File: src/rtl/fpdot_pkg.sv
package fpdot_pkg;
  localparam int HALF_W      = 16;
  localparam int HALF_EXP_W  = 5;
  localparam int HALF_FRAC_W = 10;
  localparam int SGL_W       = 32;
  localparam int SGL_EXP_W   = 8;
  localparam int SGL_FRAC_W  = 23;
  localparam int NUM_OPS     = 4;
  localparam int OP_IDX_W    = $clog2(NUM_OPS);
  localparam int KEEP_FRAC_W = HALF_FRAC_W - 1;
  localparam int PAD_FRAC_W  = SGL_FRAC_W - 1 - KEEP_FRAC_W;

  typedef struct packed {
    logic sign;
    logic isZero;
    logic isInf;
    logic isSnan;
    logic isQnan;
  } opClass_t;

  typedef enum logic [2:0] {
    SEL_NONE,
    SEL_NAN,
    SEL_INVALID,
    SEL_INF_POS,
    SEL_INF_NEG,
    SEL_ZERO
  } resSel_e;

  typedef struct packed {
    resSel_e               sel;
    logic [OP_IDX_W-1:0]   nanIdx;
    logic                  zeroSign;
    logic                  raiseInvalid;
  } ctrlStrobes_t;
endpackage

File: src/rtl/fpdot_datapath.sv
module fpdot_datapath
  import fpdot_pkg::*;
(
  input  logic [NUM_OPS-1:0][HALF_W-1:0] opsIn,
  input  logic                           flushHalf,
  input  logic                           defaultNan,
  input  logic                           altHandling,
  input  ctrlStrobes_t                   strobes,
  output opClass_t [NUM_OPS-1:0]         classes,
  output logic [SGL_W-1:0]               specResult,
  output logic                           earlyValid
);
  localparam logic [HALF_EXP_W-1:0] HALF_EXP_MAX = '1;
  localparam logic [SGL_EXP_W-1:0]  SGL_EXP_MAX  = '1;

  logic [NUM_OPS-1:0][HALF_W-1:0] flushedOps;

  for (genvar i = 0; i < NUM_OPS; i++) begin : g_op
    logic                   opSign;
    logic [HALF_EXP_W-1:0]  opExp;
    logic [HALF_FRAC_W-1:0] opFrac;
    logic                   isDenorm;

    assign opSign   = opsIn[i][HALF_W-1];
    assign opExp    = opsIn[i][HALF_W-2 -: HALF_EXP_W];
    assign opFrac   = opsIn[i][HALF_FRAC_W-1:0];
    assign isDenorm = (opExp == '0) && (opFrac != '0);

    always_comb begin
      if (flushHalf && isDenorm) flushedOps[i] = {opSign, {(HALF_W-1){1'b0}}};
      else                       flushedOps[i] = opsIn[i];
    end

    always_comb begin
      classes[i].sign   = flushedOps[i][HALF_W-1];
      classes[i].isZero = flushedOps[i][HALF_W-2:0] == '0;
      classes[i].isInf  = (flushedOps[i][HALF_W-2 -: HALF_EXP_W] == HALF_EXP_MAX) &&
                          (flushedOps[i][HALF_FRAC_W-1:0] == '0);
      classes[i].isSnan = (flushedOps[i][HALF_W-2 -: HALF_EXP_W] == HALF_EXP_MAX) &&
                          (flushedOps[i][HALF_FRAC_W-1:0] != '0) &&
                          !flushedOps[i][HALF_FRAC_W-1];
      classes[i].isQnan = (flushedOps[i][HALF_W-2 -: HALF_EXP_W] == HALF_EXP_MAX) &&
                          flushedOps[i][HALF_FRAC_W-1];
    end


    always_comb begin
      flush_done_chk: assert (!(flushHalf &&
                                flushedOps[i][HALF_W-2 -: HALF_EXP_W] == '0 &&
                                flushedOps[i][HALF_FRAC_W-1:0] != '0));
    end
  end

  logic [HALF_W-1:0] nanOp;
  logic [SGL_W-1:0]  convNan;
  logic [SGL_W-1:0]  dfltNan;

  assign nanOp   = flushedOps[strobes.nanIdx];
  assign convNan = {nanOp[HALF_W-1], SGL_EXP_MAX, 1'b1,
                    nanOp[KEEP_FRAC_W-1:0], {PAD_FRAC_W{1'b0}}};
  assign dfltNan = {altHandling, SGL_EXP_MAX, 1'b1, {(SGL_FRAC_W-1){1'b0}}};

  always_comb begin
    earlyValid = 1'b1;
    unique case (strobes.sel)
      SEL_NAN:     specResult = defaultNan ? dfltNan : convNan;
      SEL_INVALID: specResult = dfltNan;
      SEL_INF_POS: specResult = {1'b0, SGL_EXP_MAX, {SGL_FRAC_W{1'b0}}};
      SEL_INF_NEG: specResult = {1'b1, SGL_EXP_MAX, {SGL_FRAC_W{1'b0}}};
      SEL_ZERO:    specResult = {strobes.zeroSign, {(SGL_W-1){1'b0}}};
      default: begin
        specResult = '0;
        earlyValid = 1'b0;
      end
    endcase
  end


  always_comb begin
    if (strobes.sel == SEL_NAN && defaultNan)
      dn_frac_chk: assert (specResult[SGL_FRAC_W-2:0] == '0);
  end
endmodule

File: src/rtl/fpdot_control.sv
module fpdot_control
  import fpdot_pkg::*;
(
  input  opClass_t [NUM_OPS-1:0] classes,
  input  logic                   altHalf,
  input  logic                   rndDown,
  output ctrlStrobes_t           strobes
);
  // operand order: 0=a1, 1=a2, 2=b1, 3=b2; product 1 = ops 0,2; product 2 = ops 1,3
  logic                snanAny, qnanAny;
  logic [OP_IDX_W-1:0] snanIdx, qnanIdx;

  always_comb begin
    snanAny = 1'b0;
    qnanAny = 1'b0;
    snanIdx = '0;
    qnanIdx = '0;
    for (int i = 0; i < NUM_OPS; i++) begin
      if (!snanAny && classes[i].isSnan) begin
        snanAny = 1'b1;
        snanIdx = OP_IDX_W'(i);
      end
      if (!qnanAny && classes[i].isQnan) begin
        qnanAny = 1'b1;
        qnanIdx = OP_IDX_W'(i);
      end
    end
  end

  logic sgnP1, sgnP2, infP1, infP2, zeroP1, zeroP2, infTimesZero, infClash;

  assign sgnP1  = classes[0].sign ^ classes[2].sign;
  assign sgnP2  = classes[1].sign ^ classes[3].sign;
  assign infP1  = classes[0].isInf || classes[2].isInf;
  assign infP2  = classes[1].isInf || classes[3].isInf;
  assign zeroP1 = classes[0].isZero || classes[2].isZero;
  assign zeroP2 = classes[1].isZero || classes[3].isZero;
  assign infTimesZero = (infP1 && zeroP1) || (infP2 && zeroP2);
  assign infClash     = infP1 && infP2 && (sgnP1 != sgnP2);

  always_comb begin
    strobes.sel          = SEL_NONE;
    strobes.nanIdx       = '0;
    strobes.zeroSign     = 1'b0;
    strobes.raiseInvalid = 1'b0;
    if (!altHalf && snanAny) begin
      strobes.sel          = SEL_NAN;
      strobes.nanIdx       = snanIdx;
      strobes.raiseInvalid = 1'b1;
    end else if (!altHalf && qnanAny) begin
      strobes.sel    = SEL_NAN;
      strobes.nanIdx = qnanIdx;
    end else if (!altHalf && (infTimesZero || infClash)) begin
      strobes.sel          = SEL_INVALID;
      strobes.raiseInvalid = 1'b1;
    end else if (!altHalf && ((infP1 && !sgnP1) || (infP2 && !sgnP2))) begin
      strobes.sel = SEL_INF_POS;
    end else if (!altHalf && (infP1 || infP2)) begin
      strobes.sel = SEL_INF_NEG;
    end else if (zeroP1 && zeroP2) begin
      strobes.sel      = SEL_ZERO;
      strobes.zeroSign = (sgnP1 == sgnP2) ? sgnP1 : rndDown;
    end
  end


  always_comb begin
    if (strobes.sel == SEL_NAN) begin
      nan_pick_chk: assert ((classes[strobes.nanIdx].isSnan || classes[strobes.nanIdx].isQnan) &&
                            (!snanAny || classes[strobes.nanIdx].isSnan));
    end
  end
endmodule

File: src/rtl/fpdot_special_top.sv
module fpdot_special_top
  import fpdot_pkg::*;
(
  input  logic [15:0] opA1,
  input  logic [15:0] opB1,
  input  logic [15:0] opA2,
  input  logic [15:0] opB2,
  input  logic        flushHalf,
  input  logic        altHalf,
  input  logic        defaultNan,
  input  logic        altHandling,
  input  logic        rndDown,
  output logic        earlyValid,
  output logic [31:0] specResult,
  output logic        invalidFlag
);
  logic [NUM_OPS-1:0][HALF_W-1:0] opsIn;
  opClass_t [NUM_OPS-1:0]         classes;
  ctrlStrobes_t                   strobes;

  assign opsIn = {opB2, opB1, opA2, opA1};

  fpdot_control u_ctrl (
    .classes (classes),
    .altHalf (altHalf),
    .rndDown (rndDown),
    .strobes (strobes)
  );

  fpdot_datapath u_dp (
    .opsIn       (opsIn),
    .flushHalf   (flushHalf),
    .defaultNan  (defaultNan),
    .altHandling (altHandling),
    .strobes     (strobes),
    .classes     (classes),
    .specResult  (specResult),
    .earlyValid  (earlyValid)
  );

  assign invalidFlag = strobes.raiseInvalid;

  always_comb begin

    ioc_valid_chk: assert (!invalidFlag || earlyValid);

    alt_mode_chk: assert (!(altHalf && earlyValid) || (specResult[30:0] == '0 && !invalidFlag));

    idle_out_chk: assert (earlyValid || (specResult == '0 && !invalidFlag));
  end
endmodule

File: config.mk
export PLATFORM = sky130hd
export DESIGN_NAME = fpdot_special_top
export DESIGN_NICKNAME = d
export VERILOG_FILES = /design/src/rtl/fpdot_pkg.sv /design/src/rtl/fpdot_datapath.sv /design/src/rtl/fpdot_control.sv /design/src/rtl/fpdot_special_top.sv
export SDC_FILE = /design/constraint.sdc
export NUM_CORES = 1
export LEC_CHECK = 0
export BUFFER_PORTS_ARGS = -buffer_cell sky130_fd_sc_hd__buf_2
export CORE_UTILIZATION = 36
export DETAILED_ROUTE_END_ITERATION = 6
export PLACE_DENSITY = 0.92
export SETUP_SLACK_MARGIN = 0.02
export SLEW_MARGIN = 40
export SYNTH_ARGS = -nofsm -noshare
export SYNTH_HDL_FRONTEND = slang
export SYNTH_SLANG_ARGS = --single-unit
export TNS_END_PERCENT = 100
File: constraint.sdc
create_clock -name vclk -period 2.54
set_input_delay 0.254 -clock vclk [all_inputs]
set_output_delay 0.254 -clock vclk [all_outputs]
set_load 0.01 [all_outputs]
Word level (Yosys, flattened, before mapping)

Index checks and enable logic that the tools add are counted.

Mux-type cells: 39
Reductions and logical operators: 84
Bitwise operators: 2
Magnitude comparators: 1
Equality and inequality tests: 11

Operators by type and width:

| cell                                                                         | count |
|---|---|
| 32-bit one-hot mux with 5 select lines                                       | 1 |
| 10-bit nonzero test                                                          | 8 |
| 15-bit zero test                                                             | 4 |
| 15-bit 2-to-1 mux                                                            | 4 |
| 1-bit logical AND                                                            | 42 |
| 10-bit zero test                                                             | 4 |
| 16-bit binary-select mux with 2-bit select                                   | 1 |
| 32-bit 2-to-1 mux                                                            | 1 |
| 5-bit equality test, second input constant                                   | 4 |
| 5-bit zero test                                                              | 4 |
| 1-bit 2-to-1 mux                                                             | 19 |
| 16-bit 2-to-1 mux                                                            | 1 |
| 3-bit 2-to-1 mux                                                             | 5 |
| 1-bit zero test                                                              | 13 |
| 2-bit 2-to-1 mux                                                             | 6 |
| 1-bit logical OR                                                             | 8 |
| 3-bit by 2-bit equality test with 1-bit output, second input constant        | 2 |
| 3-bit equality test, second input constant                                   | 2 |
| 5-bit 2-to-1 mux                                                             | 1 |
| 5-bit OR reduction                                                           | 1 |
| 3-bit by 1-bit equality test with 1-bit output, second input constant        | 1 |
| 2-bit by 3-bit less-than comparator with 1-bit output, second input constant | 1 |
| 1-bit XOR                                                                    | 2 |
| 1-bit equality test                                                          | 1 |
| 1-bit != test                                                                | 1 |

Bits in registers: 0
Word-level logic and storage cells: 137
Output and inout bits: 34

Depth between registers and ports, before layout

Word-level depth: 23
Gate-level depth with buffers: 9
Gate-level depth less buffers: 8

By module

From an unflattened synthesis, not the netlist that was laid out.

Cell total of the unflattened synthesis: 202
Area total of the unflattened synthesis: 1335.0 um^2

By module, submodules not included:

| module         | times used | cells an instance | area an instance (um^2) | sequential area each (um^2) |
|---|---|---|---|---|
| fpdot_datapath | 1          | 163               | 1078.5                  | 0.0 |
| fpdot_control  | 1          | 39                | 256.5                   | 0.0 |

Worst setup path after synthesis

Ideal clock, no wire load.

Path kind: input -> output
Start: input port opB2[5]
End: output port specResult[21]
Cell stages on the path: 8
Required time: 2.286 ns
Slack: -0.114 ns
Arrival: 2.400 ns
Buffers on the path: 0
Path through: or4_1 nor4_4 nor3_1 a211oi_1 nor2_1 a41oi_2 a221oi_1 a211oi_1

Cells in the longest elaborated chain, start to end: 16
Elaborated cells on any way between the ends: 51

RTL lines:

| element                                                        | line                                     | source |
|---|---|---|
| from (decl)                                                    | fpdot_special_top.sv:7                   | `input logic [15:0] opB2,` |
| 10-bit nonzero test                                            | fpdot_datapath.sv:27                     | `assign isDenorm = (opExp == '0) && (opFrac != '0);` |
| 1-bit logical AND                                              | fpdot_datapath.sv:27                     |  |
| 1-bit logical AND                                              | fpdot_datapath.sv:30                     | `if (flushHalf && isDenorm) flushedOps[i] = {opSign, {(HALF_W-1){1'b0}}};` |
| 15-bit 2-to-1 mux *                                            | fpdot_datapath.sv:30                     |  |
| 5-bit equality test / 10-bit zero test (equally long branches) | n/a                                      |  |
| 1-bit logical AND                                              | fpdot_datapath.sv:37                     | `classes[i].isInf = (flushedOps[i][HALF_W-2 -: HALF_EXP_W] == HALF_EXP_MAX) &&` |
| 1-bit logical OR                                               | fpdot_control.sv:35                      | `assign infP2 = classes[1].isInf \|\| classes[3].isInf;` |
| 1-bit logical OR, or another cell as far along                 | fpdot_control.sv:58                      | `end else if (!altHalf && (infP1 \|\| infP2)) begin` |
| 1-bit logical AND, or another cell as far along                | fpdot_control.sv:58                      |  |
| 3-bit 2-to-1 mux, or another cell as far along                 | fpdot_control.sv:58                      |  |
| 3-bit 2-to-1 mux / 1-bit logical AND (equally long branches)   | fpdot_control.sv:56, fpdot_control.sv:53 |  |
| 3-bit 2-to-1 mux                                               | fpdot_control.sv:53                      | `end else if (!altHalf && (infTimesZero \|\| infClash)) begin` |
| 3-bit 2-to-1 mux                                               | fpdot_control.sv:50                      | `end else if (!altHalf && qnanAny) begin` |
| 5-bit 2-to-1 mux                                               | fpdot_control.sv:46                      | `if (!altHalf && snanAny) begin` |
| 3-bit equality test, or another cell as far along              | fpdot_datapath.sv:65                     | `unique case (strobes.sel)` |
| 32-bit one-hot mux with 5 select lines *                       | fpdot_datapath.sv:65                     |  |
| to (decl)                                                      | fpdot_special_top.sv:14                  | `output logic [31:0] specResult,` |

Mark *: on every way between the ends. The rest lies on a longest branch, timed or not. The select of a mux whose other input is x is not followed.

Worst setup path in the final report

Start: input port opA2[6]
End: output port specResult[31]

Cells in the longest elaborated chain, start to end: 21
Elaborated cells on any way between the ends: 73

RTL lines:

| element                                                           | line                                       | source |
|---|---|---|
| from (decl)                                                       | fpdot_special_top.sv:6                     | `input logic [15:0] opA2,` |
| 10-bit nonzero test                                               | fpdot_datapath.sv:27                       |  |
| 1-bit logical AND                                                 | fpdot_datapath.sv:27                       |  |
| 1-bit logical AND                                                 | fpdot_datapath.sv:30                       |  |
| 15-bit 2-to-1 mux *                                               | fpdot_datapath.sv:30                       |  |
| 5-bit equality test / 10-bit nonzero test (equally long branches) | n/a                                        |  |
| 1-bit logical AND, on equally long branches                       | fpdot_datapath.sv:42, fpdot_datapath.sv:39 |  |
| 1-bit logical AND, on equally long branches                       | fpdot_control.sv:23, fpdot_datapath.sv:40  |  |
| 1-bit 2-to-1 mux / 1-bit logical AND (equally long branches)      | fpdot_control.sv:23, fpdot_control.sv:19   |  |
| [... 5 more ...]                                                  | n/a                                        |  |
| 1-bit 2-to-1 mux / 1-bit logical AND (equally long branches)      | fpdot_control.sv:23, fpdot_control.sv:19   |  |
| 1-bit logical AND / 1-bit 2-to-1 mux (equally long branches)      | fpdot_control.sv:50, fpdot_control.sv:19   |  |
| 2-bit 2-to-1 mux / 1-bit logical AND (equally long branches)      | fpdot_control.sv:50, fpdot_control.sv:46   |  |
| 5-bit 2-to-1 mux                                                  | fpdot_control.sv:46                        |  |
| 16-bit binary-select mux with 2-bit select                        | fpdot_datapath.sv:58                       | `assign nanOp = flushedOps[strobes.nanIdx];` |
| 16-bit 2-to-1 mux (implied by the code)                           | fpdot_datapath.sv:58                       |  |
| 32-bit 2-to-1 mux                                                 | fpdot_datapath.sv:66                       | `SEL_NAN: specResult = defaultNan ? dfltNan : convNan;` |
| 32-bit one-hot mux with 5 select lines *                          | fpdot_datapath.sv:65                       |  |

Marked as above.

==> reports/qor.csv <==
metric;value;unit
outcome;finished with violations;
failing checks;design-rule violations, negative setup slack;
endpoints failing setup;13;
Std-Cell Rows;19;
Ant. Diodes;0;
CP bufs+invs;2;
final net count;369;
initial core utilization;39.12;%
# IOs;103;
synth warn;0;
hold path cells;3;
die height;57.68;um
Max IR drop VDD;78.77;uV
Peak Freq;0.3276;GHz
Startpoint Class;input pin;
final number of max-transition violations;0;
vias in the first global route;2040;
unrepaired setup endpoints after global routing;true;
Final ANT Viol Nets;0;
routed len/inst;19.47;um
hold wc startpoint;altHalf;
Die Area;0.003327;mm^2
Port Buffers;90;
CP Data Required Time;2290;ps
initial drt markers;165;
HP Class;in2out;
most common cell in the netlist;buf_4;
CP Class;in2out;
DR vias;2143;
CP max-delay cell;or4_4;
Worst Path Max Fanout;3;
pwr/cell area;122.2;mW/mm^2
CP max stage delay;540;ps
CP Capture Type;primary output;
number of fill cells;176;
DRC errors left;4;
layout cells sized above 1;66.44;%
worst-margin pin slew;710.3;ps
Final WS setup;-512.6;ps
hpwl dp;3.744;mm
distinct cell type count after synthesis;50;
drt pass-1 iters;7;
Synth Cell Area;0.001116;mm^2
Congestion Overflow GR;0;
Register Area;0;um^2
Tot GR Track Use;34.19;%
Mean Syn Cell Area;6.764;um^2
most frequent cells after synthesis;buf_4 (20), a221oi_1 (17), nor2_1 (17), nor3_1 (15), nand2_1 (13);
most common cell type on the critical path;or4_4;
crit path DAT;2800;ps
crit-path cells;buf_6, or4_4, or4_4, a2bb2o_4, a2111oi_4, o21ai_2, nor2_2, or4b_1, o211ai_1, buf_2;
first-pass GRT wire length;8.983;mm
# Max-Cap Violations;0;
die width;57.68;um
P&R area growth vs syn;105.9;%
LEAKAGE;0.001054;uW
Worst slew margin;52.22;%
FF+latch count;0;
Worst path top cell family by delay;simple AND/OR/NAND/NOR gates;
post-synthesis sequential area ratio;0;%
vias per cell;6.514;
Fin. Hold Viols;0;
DP Worst Slack;-398.5;ps
fin crit share;120.2;%
cell taking the most area after synthesis;buf_4;
synthesized instance count;165;
Final Routed Wirelength;6.404;mm
Hold WS;899.5;ps
initial antenna violation count;0;
Final min period;3053;ps
GPL Wtd Cong;0.9796;
core area;0.002853;mm^2
Synth top area share;13.45;%
ranking of synthesized cells by area;buf_4 (13%), a221oi_1 (13%), nor3_1 (6.7%);
largest net degree at the start of global routing;12;
clock buffer count;0;
hold endpoint;specResult[22];
## what timing repair did
| action | CTS | global route |
|---|---|---|
| gates resized for setup | 29 | 24 |
| hold buffers | 0 | 0 |
| pin swaps | 8 | 10 |
| buffers inserted | 12 | 5 |
| gates cloned | 3 | 0 |
| endpoints found under the setup margin | 10 | 21 |
## tightest hold or removal path, stage by stage
cell	delay, ps
buf_2	210
nor2_4	70
buf_6	100
## per-stage QoR
stage	TNS, ps	instances	utilization (%)	total power (uW)	area (um^2)
2_1_floorplan	-83.56	177	-	105.1	1247
3_3_place_gp	-2266	310	64.47	198.8	1839
3_5_place_dp	-3120	310	64.47	203.5	1839
4_1_cts	-2453	325	75.39	243.6	2151
5_1_grt	-5951	329	80.57	294.4	2298
6_report	-4589	329	80.57	280.9	2298
## layout make-up
class	count	area [um^2]	area share [%]
multi-input combinational	151	1271	55.31
tap	31	38.79	1.688
inverter	4	15.01	0.6532
timing repair buffer	143	973.4	42.35
## layer usage
metal,part of all wire (%),vias to the layer above,track usage [%]
li1,-,910,-
met1,33,957,36.65
met2,48,209,62.62
met3,11,67,5.580
met4,8.0,0,20.75
met5,0,-,0
## worst max-delay path by stage
| stage | start | endpoint | slack [ps] | cells after the start |
|---|---|---|---|---|
| after global placement | opA2[2] | specResult[31] | -320 | 10 |
| after global routing | opA2[6] | specResult[31] | -590 | 10 |
| final | opA2[6] | specResult[31] | -510 | 10 |
| after detailed placement | opB2[5] | specResult[13] | -400 | 10 |
| after CTS | opA2[2] | specResult[31] | -370 | 10 |
| after floorplan | opA2[2] | specResult[31] | -80 | 8 |
## power by group
group	switching [uW]	leakage (uW)	internal [uW]	total (uW)
clock	0	0	0	0
sequential	0	0	0	0
combinational	143	0.00105	138	281
total	143	0.00105	138	281
## cell families after synthesis
family                    after synthesis  synth area share (%)
and+or+nand+nor                        85                 42.94
AOI/OAI and AO/OA                      46                 35.99
buffers and inverters                  28                 16.37
xor gates and xnor gates                3                 2.355
muxes                                   2                 2.018
other                                   1                0.3360
## cells in the final DEF (no fill, tap or decap), types with 3 or more instances in the layout
master    count
buf_2        77
buf_4        48
buf_6        16
a221oi_2     14
nand2_1      13
conb_1       13
nor2_1       12
nor3_2       10
nand3_1       8
or3_1         6
nor3_1        5
and4_1        4
inv_1         4
or4_4         3
nor4_1        3
nor2_2        3
a211oi_2      3
nor2_4        3
a41oi_4       3
No activity file was read; power rests on OpenSTA's default activity.
